**src/rtl/dac_loader_pkg.sv**
```systemverilog
package dac_loader_pkg;
  localparam int WORD_W   = 16;
  localparam int CODE_W   = 10;
  localparam int CODE_LSB = 2;
  localparam int BIT_CHAN = 15;  // 1: channel A command
  localparam int BIT_SPD  = 14;  // speed mode
  localparam int BIT_AUX  = 13;  // spare control bit
  localparam int BIT_STG  = 12;  // staging-only when channel bit is 0

  typedef struct packed {
    logic              to_a;
    logic              stage_only;
    logic              fast;
    logic              aux;
    logic [CODE_W-1:0] code;
  } cmd_t;

  function automatic cmd_t decode_word(input logic [WORD_W-1:0] w);
    cmd_t c;
    c.to_a       = w[BIT_CHAN];
    c.stage_only = w[BIT_STG];
    c.fast       = w[BIT_SPD];
    c.aux        = w[BIT_AUX];
    c.code       = w[CODE_LSB +: CODE_W];
    return c;
  endfunction
endpackage

```
**src/rtl/dac_sync.sv**
```systemverilog
module dac_sync #(
  parameter int               WIDTH   = 1,
  parameter int               STAGES  = 2,
  parameter logic [WIDTH-1:0] RST_VAL = '0
) (
  input  logic             clk,
  input  logic             rst_n,
  input  logic [WIDTH-1:0] d,
  output logic [WIDTH-1:0] q
);
  logic [WIDTH-1:0] stage_q [STAGES];

  for (genvar s = 0; s < STAGES; s++) begin : g_stage
    logic [WIDTH-1:0] stage_d;
    if (s == 0) begin : g_first
      assign stage_d = d;
    end else begin : g_next
      assign stage_d = stage_q[s-1];
    end
    always_ff @(posedge clk or negedge rst_n) begin
      if (!rst_n) stage_q[s] <= RST_VAL;
      else        stage_q[s] <= stage_d;
    end
  end

  assign q = stage_q[STAGES-1];
endmodule

```
**src/rtl/dac_frame_rx.sv**
```systemverilog
module dac_frame_rx #(
  parameter int WORD_W = 16
) (
  input  logic              clk,
  input  logic              rst_n,
  input  logic              sclk,
  input  logic              sdat,
  input  logic              frame_n,
  output logic              word_vld,
  output logic [WORD_W-1:0] word
);
  localparam int              CNT_W    = $clog2(WORD_W + 2);
  localparam logic [CNT_W-1:0] CNT_FULL = CNT_W'(WORD_W);
  localparam logic [CNT_W-1:0] CNT_OVER = CNT_W'(WORD_W + 1);

  logic              sclk_q, frame_q, vld_q;
  logic [WORD_W-1:0] sh_q, sh_d;
  logic [CNT_W-1:0]  cnt_q, cnt_d;
  logic              vld_d;
  logic              sclk_rise, frame_fall, frame_rise;
  logic              sh_en, cnt_en;

  assign sclk_rise  = sclk & ~sclk_q;
  assign frame_fall = ~frame_n & frame_q;
  assign frame_rise = frame_n & ~frame_q;

  // next-state logic
  always_comb begin
    sh_en  = 1'b0;
    cnt_en = 1'b0;
    sh_d   = sh_q;
    cnt_d  = cnt_q;
    if (frame_fall) begin
      cnt_en = 1'b1;
      cnt_d  = '0;
    end else if (!frame_n && sclk_rise) begin
      sh_en  = 1'b1;
      sh_d   = {sh_q[WORD_W-2:0], sdat};
      cnt_en = (cnt_q != CNT_OVER);
      cnt_d  = cnt_q + 1'b1;
    end
    vld_d = frame_rise && (cnt_q == CNT_FULL);
  end

  // registers
  always_ff @(posedge clk or negedge rst_n) begin
    if (!rst_n) begin
      sclk_q  <= 1'b0;
      frame_q <= 1'b1;
      vld_q   <= 1'b0;
    end else begin
      sclk_q  <= sclk;
      frame_q <= frame_n;
      vld_q   <= vld_d;
    end
  end

  always_ff @(posedge clk or negedge rst_n) begin
    if (!rst_n)     sh_q <= '0;
    else if (sh_en) sh_q <= sh_d;
  end

  always_ff @(posedge clk or negedge rst_n) begin
    if (!rst_n)      cnt_q <= CNT_OVER;
    else if (cnt_en) cnt_q <= cnt_d;
  end

  assign word_vld = vld_q;
  assign word     = sh_q;
endmodule

```
**src/rtl/dac_reg_bank.sv**
```systemverilog
module dac_reg_bank
  import dac_loader_pkg::*;
(
  input  logic              clk,
  input  logic              rst_n,
  input  logic              cmd_vld,
  input  logic [WORD_W-1:0] cmd_word,
  output logic [CODE_W-1:0] code_a,
  output logic [CODE_W-1:0] code_b,
  output logic [CODE_W-1:0] stage,
  output logic              fast,
  output logic              aux
);
  cmd_t              cmd;
  logic [CODE_W-1:0] a_q, b_q, s_q, a_d, b_d, s_d;
  logic              f_q, x_q;
  logic              en_a, en_b, en_s, en_m;

  assign cmd = decode_word(cmd_word);

  // next-state and enables
  always_comb begin
    en_m = cmd_vld;
    en_a = cmd_vld &  cmd.to_a;
    en_s = cmd_vld & ~cmd.to_a;
    en_b = cmd_vld & (cmd.to_a | ~cmd.stage_only);
    a_d  = cmd.code;
    s_d  = cmd.code;
    b_d  = cmd.to_a ? s_q : cmd.code;
  end

  always_ff @(posedge clk or negedge rst_n) begin
    if (!rst_n) begin
      a_q <= '0;
      b_q <= '0;
    end else begin
      if (en_a) a_q <= a_d;
      if (en_b) b_q <= b_d;
    end
  end

  always_ff @(posedge clk or negedge rst_n) begin
    if (!rst_n)    s_q <= '0;
    else if (en_s) s_q <= s_d;
  end

  always_ff @(posedge clk or negedge rst_n) begin
    if (!rst_n) begin
      f_q <= 1'b0;
      x_q <= 1'b0;
    end else if (en_m) begin
      f_q <= cmd.fast;
      x_q <= cmd.aux;
    end
  end

  assign code_a = a_q;
  assign code_b = b_q;
  assign stage  = s_q;
  assign fast   = f_q;
  assign aux    = x_q;
endmodule

```
**src/rtl/dual_dac_loader.sv**
```systemverilog
module dual_dac_loader
  import dac_loader_pkg::*;
#(
  parameter int SYNC_STAGES = 2
) (
  input  logic              clk,
  input  logic              rst_n,
  input  logic              ser_clk,
  input  logic              ser_dat,
  input  logic              frame_n,
  output logic [CODE_W-1:0] code_a,
  output logic [CODE_W-1:0] code_b,
  output logic              fast_mode,
  output logic              aux_ctl
);
  logic [1:0]        rst_pipe;
  logic              rst_sync_n;
  logic [2:0]        ser_s;
  logic              rx_vld;
  logic [WORD_W-1:0] rx_word;
  logic [CODE_W-1:0] stage_code;

  // reset: asserted asynchronously, released on clk
  always_ff @(posedge clk or negedge rst_n) begin
    if (!rst_n) rst_pipe <= 2'b00;
    else        rst_pipe <= {rst_pipe[0], 1'b1};
  end
  assign rst_sync_n = rst_pipe[1];

  dac_sync #(.WIDTH(3), .STAGES(SYNC_STAGES), .RST_VAL(3'b100)) u_sync (
    .clk   (clk),
    .rst_n (rst_sync_n),
    .d     ({frame_n, ser_dat, ser_clk}),
    .q     (ser_s)
  );

  dac_frame_rx #(.WORD_W(WORD_W)) u_rx (
    .clk      (clk),
    .rst_n    (rst_sync_n),
    .sclk     (ser_s[0]),
    .sdat     (ser_s[1]),
    .frame_n  (ser_s[2]),
    .word_vld (rx_vld),
    .word     (rx_word)
  );

  dac_reg_bank u_regs (
    .clk      (clk),
    .rst_n    (rst_sync_n),
    .cmd_vld  (rx_vld),
    .cmd_word (rx_word),
    .code_a   (code_a),
    .code_b   (code_b),
    .stage    (stage_code),
    .fast     (fast_mode),
    .aux      (aux_ctl)
  );
endmodule

```
**config.mk**
```make
export PLATFORM = sky130hd
export DESIGN_NAME = dual_dac_loader
export DESIGN_NICKNAME = d
export VERILOG_FILES = /design/src/rtl/dac_loader_pkg.sv /design/src/rtl/dac_sync.sv /design/src/rtl/dac_frame_rx.sv /design/src/rtl/dac_reg_bank.sv /design/src/rtl/dual_dac_loader.sv
export SDC_FILE = /design/constraint.sdc
export NUM_CORES = 1
export LEC_CHECK = 0
export BUFFER_PORTS_ARGS = -buffer_cell sky130_fd_sc_hd__buf_2
export CORE_MARGIN = 8
export CORE_UTILIZATION = 45
export CTS_BUF_LIST = sky130_fd_sc_hd__clkbuf_8
export CTS_CLUSTER_SIZE = 14
export DETAILED_ROUTE_END_ITERATION = 10
export GPL_ROUTABILITY_DRIVEN = 0
export PLACE_DENSITY = 0.75
export SLEW_MARGIN = 20
export SYNTH_ARGS = -nofsm -noshare
export SYNTH_HDL_FRONTEND = slang
export SYNTH_SLANG_ARGS = --single-unit
```
**constraint.sdc**
```tcl
create_clock -name clk -period 2.54 [get_ports clk]
set_input_delay 0 -clock clk [delete_from_list [all_inputs] [get_ports clk]]
set_output_delay 0 -clock clk [all_outputs]
set_load 0.02 [all_outputs]
```
==> results of run 1 <==
-- routing by layer --
layer	global-route usage (%)	wire, um	share of wire [%]
met1	12.1	1780	44
met2	16.4	1950	48
met3	6.01	278	6.8
met4	5.46	55	1.4
met5	0	0	0
-- layout by cell type (no fill, tap or decap), drive strengths merged, types with 3 or more instances in the layout --
| cell | synthesis | routed |
|---|---|---|
| dfrtp | 59 | 59 |
| mux2 | 58 | 58 |
| buf | 3 | 27 |
| clkbuf | 0 | 9 |
| inv | 3 | 6 |
| a21oi | 5 | 5 |
| dlygate4sd3 | 0 | 5 |
| dfstp | 5 | 5 |
| o21ai | 5 | 5 |
| nand3 | 3 | 3 |
| or3 | 3 | 3 |
| ha | 3 | 3 |
| clkinv | 0 | 3 |
| nand2 | 3 | 3 |
-- synth_stat cells --
| cell type | number | area [um2] |
|---|---|---|
| a21oi_1 | 5 | 25.0 |
| buf_2 | 2 | 10.0 |
| buf_6 | 1 | 11.3 |
| conb_1 | 1 | 3.75 |
| dfrtp_1 | 59 | 1480 |
| dfstp_2 | 5 | 131 |
| ha_1 | 3 | 37.5 |
| inv_1 | 3 | 11.3 |
| mux2_1 | 36 | 405 |
| mux2_2 | 22 | 248 |
| nand2_1 | 2 | 7.51 |
| nand2_2 | 1 | 6.26 |
| nand2b_1 | 1 | 6.26 |
| nand3_1 | 3 | 15.0 |
| nand4b_1 | 1 | 8.76 |
| nand4bb_1 | 1 | 11.3 |
| nor2_8 | 1 | 20.0 |
| nor2b_1 | 1 | 6.26 |
| nor3_1 | 1 | 5.00 |
| nor3b_1 | 1 | 7.51 |
| nor4bb_1 | 1 | 10.0 |
| o21ai_0 | 4 | 20.0 |
| o21ai_2 | 1 | 8.76 |
| or3_1 | 3 | 18.8 |
| or3b_4 | 1 | 11.3 |
| or4bb_1 | 1 | 11.3 |
-- layout make-up --
| type | count | area share [%] |
|---|---|---|
| Timing Repair Buffer | 32 | 6.32 |
| Sequential cell | 64 | 54.1 |
| Clock buffer | 9 | 4.17 |
| Inverter | 3 | 0.379 |
| Tap cell | 72 | 3.03 |
| Multi-Input combinational cell | 91 | 30.1 |
| Clock inverter | 7 | 1.89 |
-- state kept, by name (all words and copies together) (netlist names) --
| signal | cells |
|---|---|
| u_regs.fast | 1 |
| u_regs.code_a | 10 |
| u_regs.aux | 1 |
| u_regs.stage | 10 |
| u_rx.cnt_q | 5 |
| u_rx.word_vld | 1 |
| u_regs.code_b | 10 |
| u_sync.g_stage.stage_d | 3 |
| u_rx.sclk_q | 1 |
| u_rx.frame_q | 1 |
| u_rx.word | 16 |
| rst_pipe | 2 |
| u_sync.q | 3 |
-- per-stage QoR --
stage / setup WS [ns] / util [%]
floorplan: 0.635 / -
global placement: 0.892 / 50.1
detailed placement: 0.878 / 50.1
CTS: 0.862 / 54.3
global route: 0.752 / 54.3
finish: 0.880 / 54.3
-- worst register-to-register path: cells and delay by family, from the launching register on --
family / cells / cell delay (ns)
flops: 1 / 0.67
simple gates: 1 / 0.49
mux: 1 / 0.39
-- power groups by stage --
stage / logic [W] / clock network [W] / registers, W
floorplan: 0.0000565 / 0 / 0.00112
global route: 0.000103 / 0.000872 / 0.00111
CTS: 0.0000937 / 0.000826 / 0.00110
global placement: 0.0000847 / 0 / 0.00112
detailed placement: 0.0000869 / 0 / 0.00112
finish: 0.0000905 / 0.000795 / 0.00110
-- kinds of logic (layout without fill, tap and decap cells) --
group / after synthesis / count (layout)
and+or+nand+nor: 19 / 19
DFF: 64 / 64
buffers and inverters: 6 / 51
muxes: 58 / 58
AOI/OAI and AO/OA: 10 / 10
other: 1 / 1
adders and majority gates: 3 / 3
-- final timing paths --
path / startpoint / end / cells past startpoint
setup reg to reg: u_rx.word[15] / u_regs.stage[2] / 2
hold / removal: ser_dat / u_sync.g_stage[1].stage_d[1] / 2
min in group asynchronous: rst_pipe[1] / u_rx.word[1] / 1
max in group asynchronous: rst_pipe[1] / u_rx.word[13] / 1
setup / recovery: u_rx.word[15] / u_regs.stage[2] / 2
hold reg to reg: u_sync.g_stage[1].stage_d[0] / u_sync.q[0] / 0
==> impl_metrics.json, run 1 <==
{
  "min_period_ns": 1.66,
  "multi_input_area_um2": 893,
  "yosysWarnings": 0,
  "power.density_nw_per_um2": 669,
  "syn_to_final_growth_pct": 17.3,
  "finalSetupViolations": 0,
  "hold_ws_ns": 0.301,
  "cts_root_buf": "clkbuf_8",
  "avgViaCountPerCell": 4.96,
  "track_usage_pct": 10.9,
  "synthMuxAreaShare_pct": 25.8,
  "vdd_drop_max_mv": 0.447,
  "p_sw_w": 0.000439,
  "rsz0062_at_grt": "false",
  "maxCapViolCount": 0,
  "fin_nets": 209,
  "cp.arrival_ns": 1.88,
  "clockBufferDepth": 2,
  "io_buffers": 26,
  "combPwrFrac_pct": 4.6,
  "p_sw_share_pct": 22.1,
  "slew_violations": 0,
  "synth_top_family_by_area": "multiplexers",
  "cp_num_buf_inv": 0,
  "ff2ff_setup_slack_ns": 0.88,
  "drc": 0,
  "crit_fanout": 14,
  "clock-sinks": 64,
  "start_kind": "flip-flop",
  "rows": 27,
  "total_power_w": 0.00199,
  "grt_overflow": 0,
  "post_drt_wl_per_cell_um": 14.6,
  "ys_ff_latch": 64,
  "postSynthAreaPerCell_um2": 15.7,
  "synth-simple-area-share_pct": 5.73,
  "antenna_cells": 0,
  "intPower_w": 0.00155,
  "fillers": 472,
  "power_frac_clock_pct": 40.0,
  "maxSlewHeadroom_pct": 50.4,
  "hold_class": "in2reg",
  "cts_tree": "yes",
  "synth_compound_area_share_pct": 2.12,
  "p_leak_nw": 1.56,
  "num_vias": 1380,
  "synth_cell_types": 26,
  "synth_nets": 169,
  "final_cell_count_no_fill": 278,
  "post_cts_resized": 0,
  "status": "completed",
  "seq_area_um2": 1610,
  "netlist_instances": 161,
  "crit_required_ns": 2.76,
  "setup_tns_ns": 0,
  "fin_crit_sh_pct": 65.4,
  "cpPeakStageDelay_ns": 0.67,
  "clk_pin_slew_ns": 0.06,
  "dp_hpwl_um": 2660,
  "drive_gt1_share_pct": 35.0,
  "worstSetupPathType": "reg2reg",
  "synthXorXnorAreaFrac_pct": 0,
  "finalHoldViolations": 0,
  "dpl_cell_area_um2": 2740,
  "path_delay_family": "flip-flops",
  "die_height_um": 91.0,
  "drtIter0Drc": 59,
  "tightest_slew_ns": 0.744,
  "routed_wl_um": 4070,
  "grt_max_degree": 63,
  "placedCellCount": 257,
  "die_x_um": 91.0,
  "postLayoutCellArea_um2": 2970,
  "cts_buffers": 9,
  "finClkSkew_ns": 0.00605,
  "seq_area_frac_synth_pct": 63.5,
  "die_area_um2": 8290,
  "pin_count": 27,
  "clk_latency_ns": 0.34,
  "htree_num_levels": 3,
  "grt_pass1_wl_um": 7030,
  "crit_path_top_delay_cell": "dfrtp_1",
  "crit_chain": "nand2b_1 > mux2_2",
  "final_antenna_net_count": 0,
  "dr.pass1.iters": 4,
  "netlist_area_um2": 2530,
  "power_frac_seq_pct": 55.5,
  "coreArea_um2": 5470,
  "grt_pass1_vias": 1443,
  "antenna_found_initial": 0,
  "end_kind": "flip-flop",
  "synth_fa_ha_area_share_pct": 1.48,
  "post_cts_buffers": 0,
  "cts_hold_buf": 5,
  "initial_core_util_pct": 46.3,
  "max_clock_freq_ghz": 0.602
}
(Power assumes the default switching activity.)
==> run 2: changes to the inputs <==
Settings changed: ABC_AREA set to 1.
Clock period 2.54 ns to 1.7 ns, I/O delays scaled along.
==> run 2 against run 1 <==
Combinational power rose by 110%. Clock power rose by 75%. Critical endpoint is now u_regs.stage[0]. Largest cell class unchanged. Core utilization rose by 0.94 points. Largest power group unchanged. Area after synthesis rose by 0.64%. Worst hold slack got worse by 0.051 ns.
==> impl_metrics.json, run 2 <==
{
  "pin_count": 27,
  "fin_crit_sh_pct": 84.9,
  "rows": 27,
  "final_cell_count_no_fill": 369,
  "postLayoutCellArea_um2": 3040,
  "cp.arrival_ns": 1.62,
  "finalSetupViolations": 0,
  "total_power_w": 0.00324,
  "routed_wl_um": 4980,
  "worstReg2RegStart": "u_rx.word[15]",
  "antenna_cells": 0,
  "synth_top_cell_area_share_pct": 57.9,
  "post_cts_resized": 0,
  "yosysWarnings": 0,
  "ff2ff_setup_slack_ns": 0.26,
  "finalHoldViolations": 0,
  "finClkSkew_ns": 0.0106,
  "clock-sinks": 64,
  "final_antenna_net_count": 0,
  "cpPeakStageDelay_ns": 0.59,
  "setup_tns_ns": 0,
  "drc": 0,
  "dpl_worst_slack_ns": 0.277,
  "top_usage_layer": "met2",
  "dp_hpwl_um": 3470,
  "synth_edf_count": 0,
  "dpl_cell_area_um2": 2780,
  "io_buffers": 26,
  "mostFrequentLayoutCells": "nand2_1 (76), dfrtp_1 (58), buf_2 (26)",
  "largest_reg_flops": 16,
  "avgViaCountPerCell": 5.03,
  "grt_max_degree": 29,
  "clk_latency_ns": 0.34,
  "grt_pass1_wl_um": 8550,
  "die_height_um": 91.3,
  "max_clock_freq_ghz": 0.693,
  "p_leak_nw": 1.48,
  "synth_common_cells": "nand2_1 (76), dfrtp_1 (59), o21ai_0 (20)",
  "cts_tree": "yes",
  "p_sw_w": 0.000732,
  "num_vias": 1856,
  "clockBufferDepth": 2,
  "syn_to_final_growth_pct": 19.3,
  "ys_top_cells_by_area": "dfrtp_1 (58%), nand2_1 (11%), dfstp_2 (5.2%), o21ai_2 (4.1%), o21ai_0 (3.9%)",
  "initial_core_util_pct": 46.3,
  "die_x_um": 91.3,
  "yosys_most_used_dff": "dfrtp_1",
  "die_area_um2": 8330,
  "crit_fanout": 20,
  "hold_class": "reg2async",
  "ys_ff_latch": 64,
  "min_period_ns": 1.44,
  "grt_util_met3_pct": 4.44,
  "dr.pass1.iters": 4,
  "placedCellCount": 348,
  "synth_cell_types": 21,
  "worstSetupPathType": "reg2reg",
  "crit_required_ns": 1.88,
  "maxCapViolCount": 0,
  "post_drt_wl_per_cell_um": 13.5,
  "power.density_nw_per_um2": 1060,
  "clk_pin_slew_ns": 0.06,
  "rsz0062_at_grt": "false",
  "rr_worst_depth": 3,
  "p_sw_share_pct": 22.6,
  "crit_path_top_delay_cell": "dfrtp_1",
  "vdd_drop_max_mv": 0.843,
  "mostFrequentLayoutCell": "nand2_1",
  "async_flop_share_pct": 100,
  "htree_num_levels": 3,
  "yosysMostFrequentCell": "nand2_1",
  "netlist_area_um2": 2550,
  "slew_violations": 0,
  "cts_root_buf": "clkbuf_8",
  "antenna_found_initial": 0,
  "netlist_instances": 256,
  "power_frac_clock_pct": 43.1,
  "maxSlewHeadroom_pct": 64.7,
  "cts_buffers": 9,
  "r2r_end": "u_regs.stage[0]",
  "grt_use_met1_pct": 17.2,
  "combPwrFrac_pct": 5.8,
  "status": "completed",
  "track_usage_pct": 12.9,
  "gr-usage-met2_pct": 17.8,
  "tightest_slew_ns": 0.529,
  "crit_chain": "inv_1 > nand2_1 > o21ai_0",
  "start_kind": "flip-flop",
  "drive_gt1_share_pct": 22.2,
  "postSynthAreaPerCell_um2": 9.96,
  "fin_nets": 300,
  "power_frac_seq_pct": 51.1,
  "coreArea_um2": 5510,
  "synth_nets": 264,
  "intPower_w": 0.00251,
  "drtIter0Drc": 87,
  "end_kind": "flip-flop",
  "seq_area_frac_synth_pct": 63.1,
  "yosys.area.top_type": "dfrtp_1",
  "grt_pass1_vias": 1797,
  "timing.final.ws_setup_ns": 0.257,
  "grt_overflow": 0
}
## run 2: area by class of cell
| class | count | area, um2 |
|---|---|---|
| Multi-Input combinational cell | 161 | 807 |
| Sequential cell | 64 | 1610 |
| Tap cell | 72 | 90.1 |
| Fill cell | 489 | 2460 |
| Timing Repair Buffer | 37 | 250 |
| Clock inverter | 6 | 76.3 |
| Inverter | 19 | 71.3 |
| Clock buffer | 10 | 138 |
## run 2: worst max-delay path by stage
stage | startpoint | to | slack (ns)
after global routing | u_rx.word[15] | u_regs.stage[0] | 0.11
final | u_rx.word[15] | u_regs.stage[0] | 0.26
after global placement | u_rx.cnt_q[0] | u_rx.cnt_q[2] | 0.34
after floorplan | u_sync.q[2] | u_rx.word[11] | 0.46
after detailed placement | u_rx.word[15] | u_regs.stage[0] | 0.28
after CTS | u_rx.word[15] | u_regs.stage[0] | 0.26
## run 2: cell families (layout without fill, tap and decap cells)
kind of cell / count (synthesis) / count (layout) / share of synthesized area (%)
AO/OA/AOI/OAI: 43 / 43 / 10.7
XOR/XNOR: 1 / 1 / 0.344
adder cells (fa/ha/maj): 3 / 3 / 1.47
buffers and inverters: 31 / 72 / 5.30
flip-flops: 64 / 64 / 63.1
multiplexers: 1 / 1 / 0.442
other: 1 / 1 / 0.147
AND/OR/NAND/NOR: 112 / 112 / 18.5
## run 2: per-stage QoR
step	util [%]	hold slack (ns)
2_1_floorplan	-	-0.296
3_3_place_gp	50.4	-0.213
3_5_place_dp	50.4	-0.212
4_1_cts	55.2	0.267
5_1_grt	55.2	0.292
6_report	55.2	0.251
## run 2: critical path: cells and delay by family, from the launching register on
family	cells	cell delay, ns
AO/OA/AOI/OAI	1	0.19
buffers and inverters	1	0.10
flip-flops	1	0.59
AND/OR/NAND/NOR	1	0.41
## run 2: metal layers
layer	vias to the layer above	wire length (um)
met5	-	0
met4	0	83
met3	7	310
met2	57	2130
met1	890	2460
li1	902	-
## run 2: timing repair
item	4_1_cts	5_1_grt
setup endpoints to repair	0	0
hold endpoints to repair	5	0
hold buffers	5	0
setup buffers	0	0
## run 2: power groups by stage
stage | clock network (W) | registers, W | logic, W
after floorplan | 0 | 0.00167 | 0.000125
after global placement | 0 | 0.00168 | 0.000175
after detailed placement | 0 | 0.00168 | 0.000181
after CTS | 0.00143 | 0.00165 | 0.000189
after global routing | 0.00150 | 0.00166 | 0.000216
final | 0.00139 | 0.00166 | 0.000187
